<file path="src/rtl/mii_fcs_pkg.sv">
package mii_fcs_pkg;

    // Reflected (least-significant-bit-first) form of the CRC-32 generator
    localparam logic [31:0] CRC32_POLY_REFL = 32'hEDB88320;
    localparam logic [31:0] CRC32_PRESET    = 32'hFFFFFFFF;
    // Register content after data plus correct FCS, no final inversion
    localparam logic [31:0] CRC32_RESIDUE   = 32'hDEBB20E3;

    typedef enum logic {
        ST_IDLE = 1'b0,
        ST_RECV = 1'b1
    } fcs_state_e;

endpackage

</file>
<file path="src/rtl/mii_fcs_crc_step.sv">
// Combinational CRC advance by NIB_W input bits, bit 0 consumed first.
module mii_fcs_crc_step #(
    parameter int          CRC_W = 32,
    parameter int          NIB_W = 4,
    parameter logic [31:0] POLY  = mii_fcs_pkg::CRC32_POLY_REFL
) (
    input  logic [CRC_W-1:0] state_i,
    input  logic [NIB_W-1:0] nib_i,
    output logic [CRC_W-1:0] next_o
);
    logic [CRC_W-1:0] acc;
    logic             fb;

    always_comb begin
        acc = state_i;
        fb  = 1'b0;
        for (int b = 0; b < NIB_W; b++) begin
            fb  = acc[0] ^ nib_i[b];
            acc = (acc >> 1) ^ ({CRC_W{fb}} & POLY[CRC_W-1:0]);
        end
        next_o = acc;
    end
endmodule

</file>
<file path="src/rtl/mii_fcs_delay.sv">
// Nibble delay line: holds the most recent DEPTH nibbles of the stream.
module mii_fcs_delay #(
    parameter int NIB_W = 4,
    parameter int DEPTH = 8,
    localparam int WORD_W = NIB_W * DEPTH
) (
    input  logic              clk,
    input  logic              rst_n,
    input  logic              shift_i,
    input  logic [NIB_W-1:0]  nib_i,
    output logic [NIB_W-1:0]  oldest_o,
    output logic [WORD_W-1:0] word_o
);
    logic [NIB_W-1:0] stg [DEPTH];

    for (genvar g = 0; g < DEPTH; g++) begin : g_stage
        always_ff @(posedge clk or negedge rst_n) begin
            if (!rst_n) begin
                stg[g] <= '0;
            end else if (shift_i) begin
                if (g == 0) begin
                    stg[g] <= nib_i;
                end else begin
                    stg[g] <= stg[(g == 0) ? 0 : g-1];
                end
            end
        end
        // earliest held nibble lands in the least significant position
        assign word_o[g*NIB_W +: NIB_W] = stg[DEPTH-1-g];
    end

    assign oldest_o = stg[DEPTH-1];
endmodule

</file>
<file path="src/rtl/mii_fcs_ctrl.sv">
// Frame state machine, length tracking and registered verdict.
module mii_fcs_ctrl #(
    parameter int FILL_N = 8,
    localparam int FILL_W = $clog2(FILL_N + 1)
) (
    input  logic clk,
    input  logic rst_n,
    input  logic dv_i,
    input  logic match_i,
    output logic idle_o,
    output logic full_o,
    output logic frame_done_o,
    output logic crc_ok_o,
    output logic crc_err_o
);
    import mii_fcs_pkg::*;

    fcs_state_e        state_q, state_d;
    logic [FILL_W-1:0] fill_q;
    logic              odd_q;
    logic              end_w;
    logic              good_w;

    always_comb begin
        state_d = state_q;
        unique case (state_q)
            ST_IDLE: if (dv_i)  state_d = ST_RECV;
            ST_RECV: if (!dv_i) state_d = ST_IDLE;
            default: state_d = ST_IDLE;
        endcase
    end

    always_ff @(posedge clk or negedge rst_n) begin
        if (!rst_n) begin
            state_q <= ST_IDLE;
        end else begin
            state_q <= state_d;
        end
    end

    // nibble fill (saturating at FILL_N) and length parity of current frame
    always_ff @(posedge clk or negedge rst_n) begin
        if (!rst_n) begin
            fill_q <= '0;
            odd_q  <= 1'b0;
        end else if (dv_i) begin
            if (state_q == ST_IDLE) begin
                fill_q <= FILL_W'(1);
                odd_q  <= 1'b1;
            end else begin
                if (fill_q != FILL_W'(FILL_N)) begin
                    fill_q <= fill_q + 1'b1;
                end
                odd_q <= ~odd_q;
            end
        end
    end

    assign idle_o = (state_q == ST_IDLE);
    assign full_o = (state_q == ST_RECV) && (fill_q == FILL_W'(FILL_N));
    assign end_w  = (state_q == ST_RECV) && !dv_i;
    assign good_w = match_i && !odd_q && (fill_q == FILL_W'(FILL_N));

    always_ff @(posedge clk or negedge rst_n) begin
        if (!rst_n) begin
            frame_done_o <= 1'b0;
            crc_ok_o     <= 1'b0;
            crc_err_o    <= 1'b0;
        end else begin
            frame_done_o <= end_w;
            crc_ok_o     <= end_w && good_w;
            crc_err_o    <= end_w && !good_w;
        end
    end
endmodule

</file>
<file path="src/rtl/mii_fcs_check.sv">
module mii_fcs_check #(
    parameter int          NIB_W   = 4,
    parameter int          CRC_W   = 32,
    parameter logic [31:0] POLY    = mii_fcs_pkg::CRC32_POLY_REFL,
    parameter logic [31:0] PRESET  = mii_fcs_pkg::CRC32_PRESET,
    parameter logic [31:0] RESIDUE = mii_fcs_pkg::CRC32_RESIDUE,
    localparam int FCS_NIBS = CRC_W / NIB_W
) (
    input  logic             clk,
    input  logic             rst_n,
    input  logic             cmp_mode_i,
    input  logic             rx_dv_i,
    input  logic [NIB_W-1:0] rx_nib_i,
    output logic             frame_done_o,
    output logic             crc_ok_o,
    output logic             crc_err_o
);
    logic [CRC_W-1:0] crc_q, crc_base, crc_next, crc_d;
    logic [NIB_W-1:0] dly_oldest, step_nib;
    logic [CRC_W-1:0] dly_word;
    logic             in_idle, dly_full, feed, match;

    mii_fcs_delay #(.NIB_W(NIB_W), .DEPTH(FCS_NIBS)) u_delay (
        .clk      (clk),
        .rst_n    (rst_n),
        .shift_i  (rx_dv_i),
        .nib_i    (rx_nib_i),
        .oldest_o (dly_oldest),
        .word_o   (dly_word)
    );

    mii_fcs_ctrl #(.FILL_N(FCS_NIBS)) u_ctrl (
        .clk          (clk),
        .rst_n        (rst_n),
        .dv_i         (rx_dv_i),
        .match_i      (match),
        .idle_o       (in_idle),
        .full_o       (dly_full),
        .frame_done_o (frame_done_o),
        .crc_ok_o     (crc_ok_o),
        .crc_err_o    (crc_err_o)
    );

    // compare mode feeds the nibble leaving the delay line, once it is full
    assign step_nib = cmp_mode_i ? dly_oldest : rx_nib_i;
    assign feed     = rx_dv_i && (!cmp_mode_i || dly_full);
    assign crc_base = in_idle ? PRESET[CRC_W-1:0] : crc_q;

    mii_fcs_crc_step #(.CRC_W(CRC_W), .NIB_W(NIB_W), .POLY(POLY)) u_step (
        .state_i (crc_base),
        .nib_i   (step_nib),
        .next_o  (crc_next)
    );

    assign crc_d = feed ? crc_next : crc_base;

    always_ff @(posedge clk or negedge rst_n) begin
        if (!rst_n) begin
            crc_q <= PRESET[CRC_W-1:0];
        end else if (rx_dv_i) begin
            crc_q <= crc_d;
        end
    end

    assign match = cmp_mode_i ? (crc_q == ~dly_word)
                              : (crc_q == RESIDUE[CRC_W-1:0]);
endmodule

</file>
<file path="config.mk">
export PLATFORM = sky130hd
export DESIGN_NAME = mii_fcs_check
export DESIGN_NICKNAME = d
export VERILOG_FILES = /design/src/rtl/mii_fcs_pkg.sv /design/src/rtl/mii_fcs_crc_step.sv /design/src/rtl/mii_fcs_delay.sv /design/src/rtl/mii_fcs_ctrl.sv /design/src/rtl/mii_fcs_check.sv
export SDC_FILE = /design/constraint.sdc
export NUM_CORES = 1
export LEC_CHECK = 0
export BUFFER_PORTS_ARGS = -buffer_cell sky130_fd_sc_hd__buf_2
export CORE_ASPECT_RATIO = 0.6
export CORE_MARGIN = 10
export CORE_UTILIZATION = 55
export DETAILED_ROUTE_END_ITERATION = 16
export PLACE_DENSITY = 0.73
export SYNTH_ARGS = -nofsm -noshare
export SYNTH_HDL_FRONTEND = slang
export SYNTH_HIERARCHICAL = 1
export SYNTH_SLANG_ARGS = --single-unit
</file>
<file path="constraint.sdc">
create_clock -name clk -period 2.7 [get_ports clk]
set_input_delay 0 -clock clk [delete_from_list [all_inputs] [get_ports clk]]
set_output_delay 0 -clock clk [all_outputs]
set_load 0.05 [all_outputs]
</file>
==> flow_summary_export.csv <==
group,metric,value,unit
logic_synthesis,syn_area,4810,um^2
cts,cts.sinks,73,
global_route,grt.overflow.total,0,
floorplanning,core,8520,um^2
cts,htreeDepth,3,
logic_synthesis,ys_ff_latch,73,
setup_path,crit_fanout,15,
global_route,grt_max_degree,74,
floorplanning,rows,26,
cts,clk_latency,340,ps
detailed_routing,wl,10400,um
hold_path,hold_class,"in -> reg",
detailed_routing,firstDrtPassIters,4,
cells_and_area,nNetsFinal,406,
setup_path,cp_top_family,"XOR/XNOR gates",
timing,skew,8.49,ps
logic_synthesis,postSynthAreaPerCell,12.3,um^2
timing,grt_setup_unrepaired,"false",
logic_synthesis,synth-edff-count,0,
power,p_total,0.00549,W
timing,layout_setup_ws,375,ps
placement,place_inst,492,
logic_synthesis,synth_ff_type,"dfrtp_1",
setup_path,startpoint_type,"flop",
detailed_routing,num_vias,3104,
cts,cts_hold_buf,5,
timing,timing.final.crit_period,2330,ps
cts,cts_resized,0,
logic_synthesis,async_flop_share,100,%
setup_path,crit_required,2960,ps
cts,cts-root-buf,"clkbuf_16",
logic_synthesis,yosysSeqAreaShare,38.8,%
power,ir_drop,0.488,mV
cts,clk_path_buf_depth,2,
cells_and_area,fin_cells,513,
logic_synthesis,synthCells,392,
detailed_routing,postRouteAntennaNets,0,
setup_path,worstPathCellList,"inv_1, or2_2, xor2_2, xnor3_1, o22a_1",
power,p_sw,0.00177,W
setup_path,crit_buf_inv,1,
power,power.share.switching,32.2,%
placement,io_buffers,10,
power,power_frac_comb,39.7,%
logic_synthesis,yosysUniqueCellTypes,49,
flow_run,max_cap_viol_count,0,
detailed_routing,viasPerCell,6.05,
setup_path,end_kind,"flop",
cells_and_area,syn2layout_area_growth,8.09,%
power,seq_power_share,38.9,%
floorplanning,start_util,56.4,%
floorplanning,ios,11,
cts,cts_setup_buffers,0,
global_route,grt_pass1_wl,17100,um
global_route,grtUsageTotal,16.7,%
floorplanning,die_area,13000,um^2
timing,max_freq,0.430,GHz
detailed_routing,wl_per_cell,20.2,um
timing,hold_viol_final,0,
placement,dp_slack,385,ps
global_route,antenna_found_initial,1,
cells_and_area,diodes,0,
cts,cts_buffers,9,
timing,relSlewSlack,38.8,%
timing,fin_crit_sh,86.1,%
cells_and_area,drive_gt1_share,34.9,%
power,p_clk_share,21.5,%
setup_path,path_class,"reg -> reg",
setup_path,worstPathArrival,2590,ps
power,leakage,2.28,nW
status,outcome,"finished, final reports clean",
timing,setup_tns,0,ps
logic_synthesis,syn_nets,402,
power,power.density,1060,nW/um^2
setup_path,critPathSlowestCell,"or2_2",
detailed_routing,drt_iter0_drc,266,
cts,clk_pin_slew,60,ps
placement,gp_congestion,0.832,
timing,finalMaxSlewViolations,0,
detailed_routing,drcViolationCount,0,
placement,dp_hpwl,7310,um
floorplanning,dieWidth,141,um
power,p_int,0.00372,W
logic_synthesis,yosysWarnings,6,
global_route,grt_pass1_vias,3013,
cts,tritoncts,"done",
setup_path,max_stage_delay,480,ps
timing,tightest_slew,918,ps
timing,setup_viol,0,
floorplanning,die_y,92.4,um
synth_stat cells (all sizes together) (2+ instances only):
| cell type | count | share of area (%) |
|---|---|---|
| nor2b | 2 | 0.26 |
| ha | 2 | 0.52 |
| dfrtp | 41 | 21 |
| o21ai | 16 | 1.7 |
| xor2 | 3 | 1.1 |
| nand3 | 2 | 0.21 |
| o32ai | 2 | 0.36 |
| nor2 | 2 | 0.16 |
| o22a | 32 | 5.8 |
| buf | 28 | 4.5 |
| nand3b | 8 | 1.2 |
| xnor2 | 30 | 5.8 |
| nand2 | 17 | 1.3 |
| o22ai | 7 | 0.91 |
| clkbuf | 4 | 0.31 |
| xnor3 | 25 | 12 |
| or2 | 32 | 4.2 |
| nand2b | 3 | 0.39 |
| nor4 | 4 | 0.52 |
| a211oi | 10 | 1.6 |
| nor4bb | 5 | 1.0 |
| inv | 12 | 0.94 |
| a32oi | 3 | 0.55 |
| a31oi | 7 | 0.91 |
| and2 | 2 | 0.29 |
| nand4b | 8 | 1.5 |
| nor3 | 7 | 0.73 |
| mux2 | 36 | 11 |
| dfstp | 32 | 17 |
registers in the layout, summed over array words and instances (netlist names):
name	cells
u_delay/word_o	28
crc_q	32
u_ctrl/odd_q	1
u_ctrl/crc_err_o	1
u_delay/oldest_o	4
u_ctrl/fill_q	4
u_ctrl/frame_done_o	1
u_ctrl/crc_ok_o	1
u_ctrl/state_q	1
worst paths after layout:
kind | cells past startpoint | slack, ps | startpoint | end
worst max-delay path | 5 | 370 | u_ctrl/state_q$_DFF_PN0_ | crc_q[21]$_DFFE_PN1P_
worst min-delay path | 1 | 130 | rx_dv_i | u_ctrl/state_q$_DFF_PN0_
worst max register to register | 5 | 370 | u_ctrl/state_q$_DFF_PN0_ | crc_q[21]$_DFFE_PN1P_
worst min register to register | 1 | 480 | u_ctrl/odd_q$_DFFE_PN0P_ | u_ctrl/odd_q$_DFFE_PN0P_
max in group asynchronous | 2 | 1770 | rst_n | u_delay/word_o[27]$_DFFE_PN0P_
min in group asynchronous | 2 | 350 | rst_n | u_delay/word_o[24]$_DFFE_PN0P_
metrics by stage:
stage | area, um^2 | hold WS [ps] | util (%)
global route | 5200 | 142 | 61.0
CTS | 5200 | 118 | 61.0
finish | 5200 | 131 | 61.0
global placement | 4860 | 188 | 57.0
floorplan | 4810 | -296 | -
detailed placement | 4860 | 196 | 57.0
final cells by class:
class	instances	area, um^2
Clock inverter	3	40.0
Inverter	12	45.0
Clock buffer	13	250
Timing Repair Buffer	25	190
Sequential cell	73	1870
Multi-Input combinational cell	275	2660
Tap cell	112	140
Fill cell	662	3330
power groups by stage:
stage / Clock, W / Combinational [W] / Sequential (W)
after floorplan: 0 / 0.00195 / 0.00192
after global placement: 0 / 0.00211 / 0.00210
after global routing: 0.00125 / 0.00236 / 0.00221
final: 0.00118 / 0.00218 / 0.00213
after detailed placement: 0 / 0.00218 / 0.00213
after CTS: 0.00121 / 0.00219 / 0.00212
cell families after synthesis:
family / Yosys count / synth area share (%)
buffers and inverters: 44 / 5.75
adders and majority gates: 2 / 0.520
DFF: 73 / 38.8
xor gates and xnor gates: 58 / 18.6
and+or+nand+nor: 96 / 12.7
muxes: 36 / 10.8
AOI/OAI and AO/OA: 83 / 12.8
per-layer routing:
metal  global-route usage (%)  routed length, um
met5                        0                  0
met4                     4.97                124
met1                     24.5               5090
met2                     22.8               4220
met3                     5.25                924
cell usage in the layout, fill, tap and decap left out, drive strengths merged, types with 8 or more instances in the layout:
cell,Yosys,layout
a211oi,10,10
xnor3,25,25
inv,12,12
or2,32,32
o22a,32,32
clkbuf,4,13
nand2,17,17
nand3b,8,8
nand4b,8,8
buf,28,20
dfrtp,41,41
mux2,36,36
xnor2,30,30
o21ai,16,16
dfstp,32,32
worst register-to-register path, stage by stage (launching register included):
cell and delay (ps):
dfrtp_1 420, inv_1 250, or2_2 480, xor2_2 390
xnor3_1 480, o22a_1 230
(Power assumes the default switching activity.)
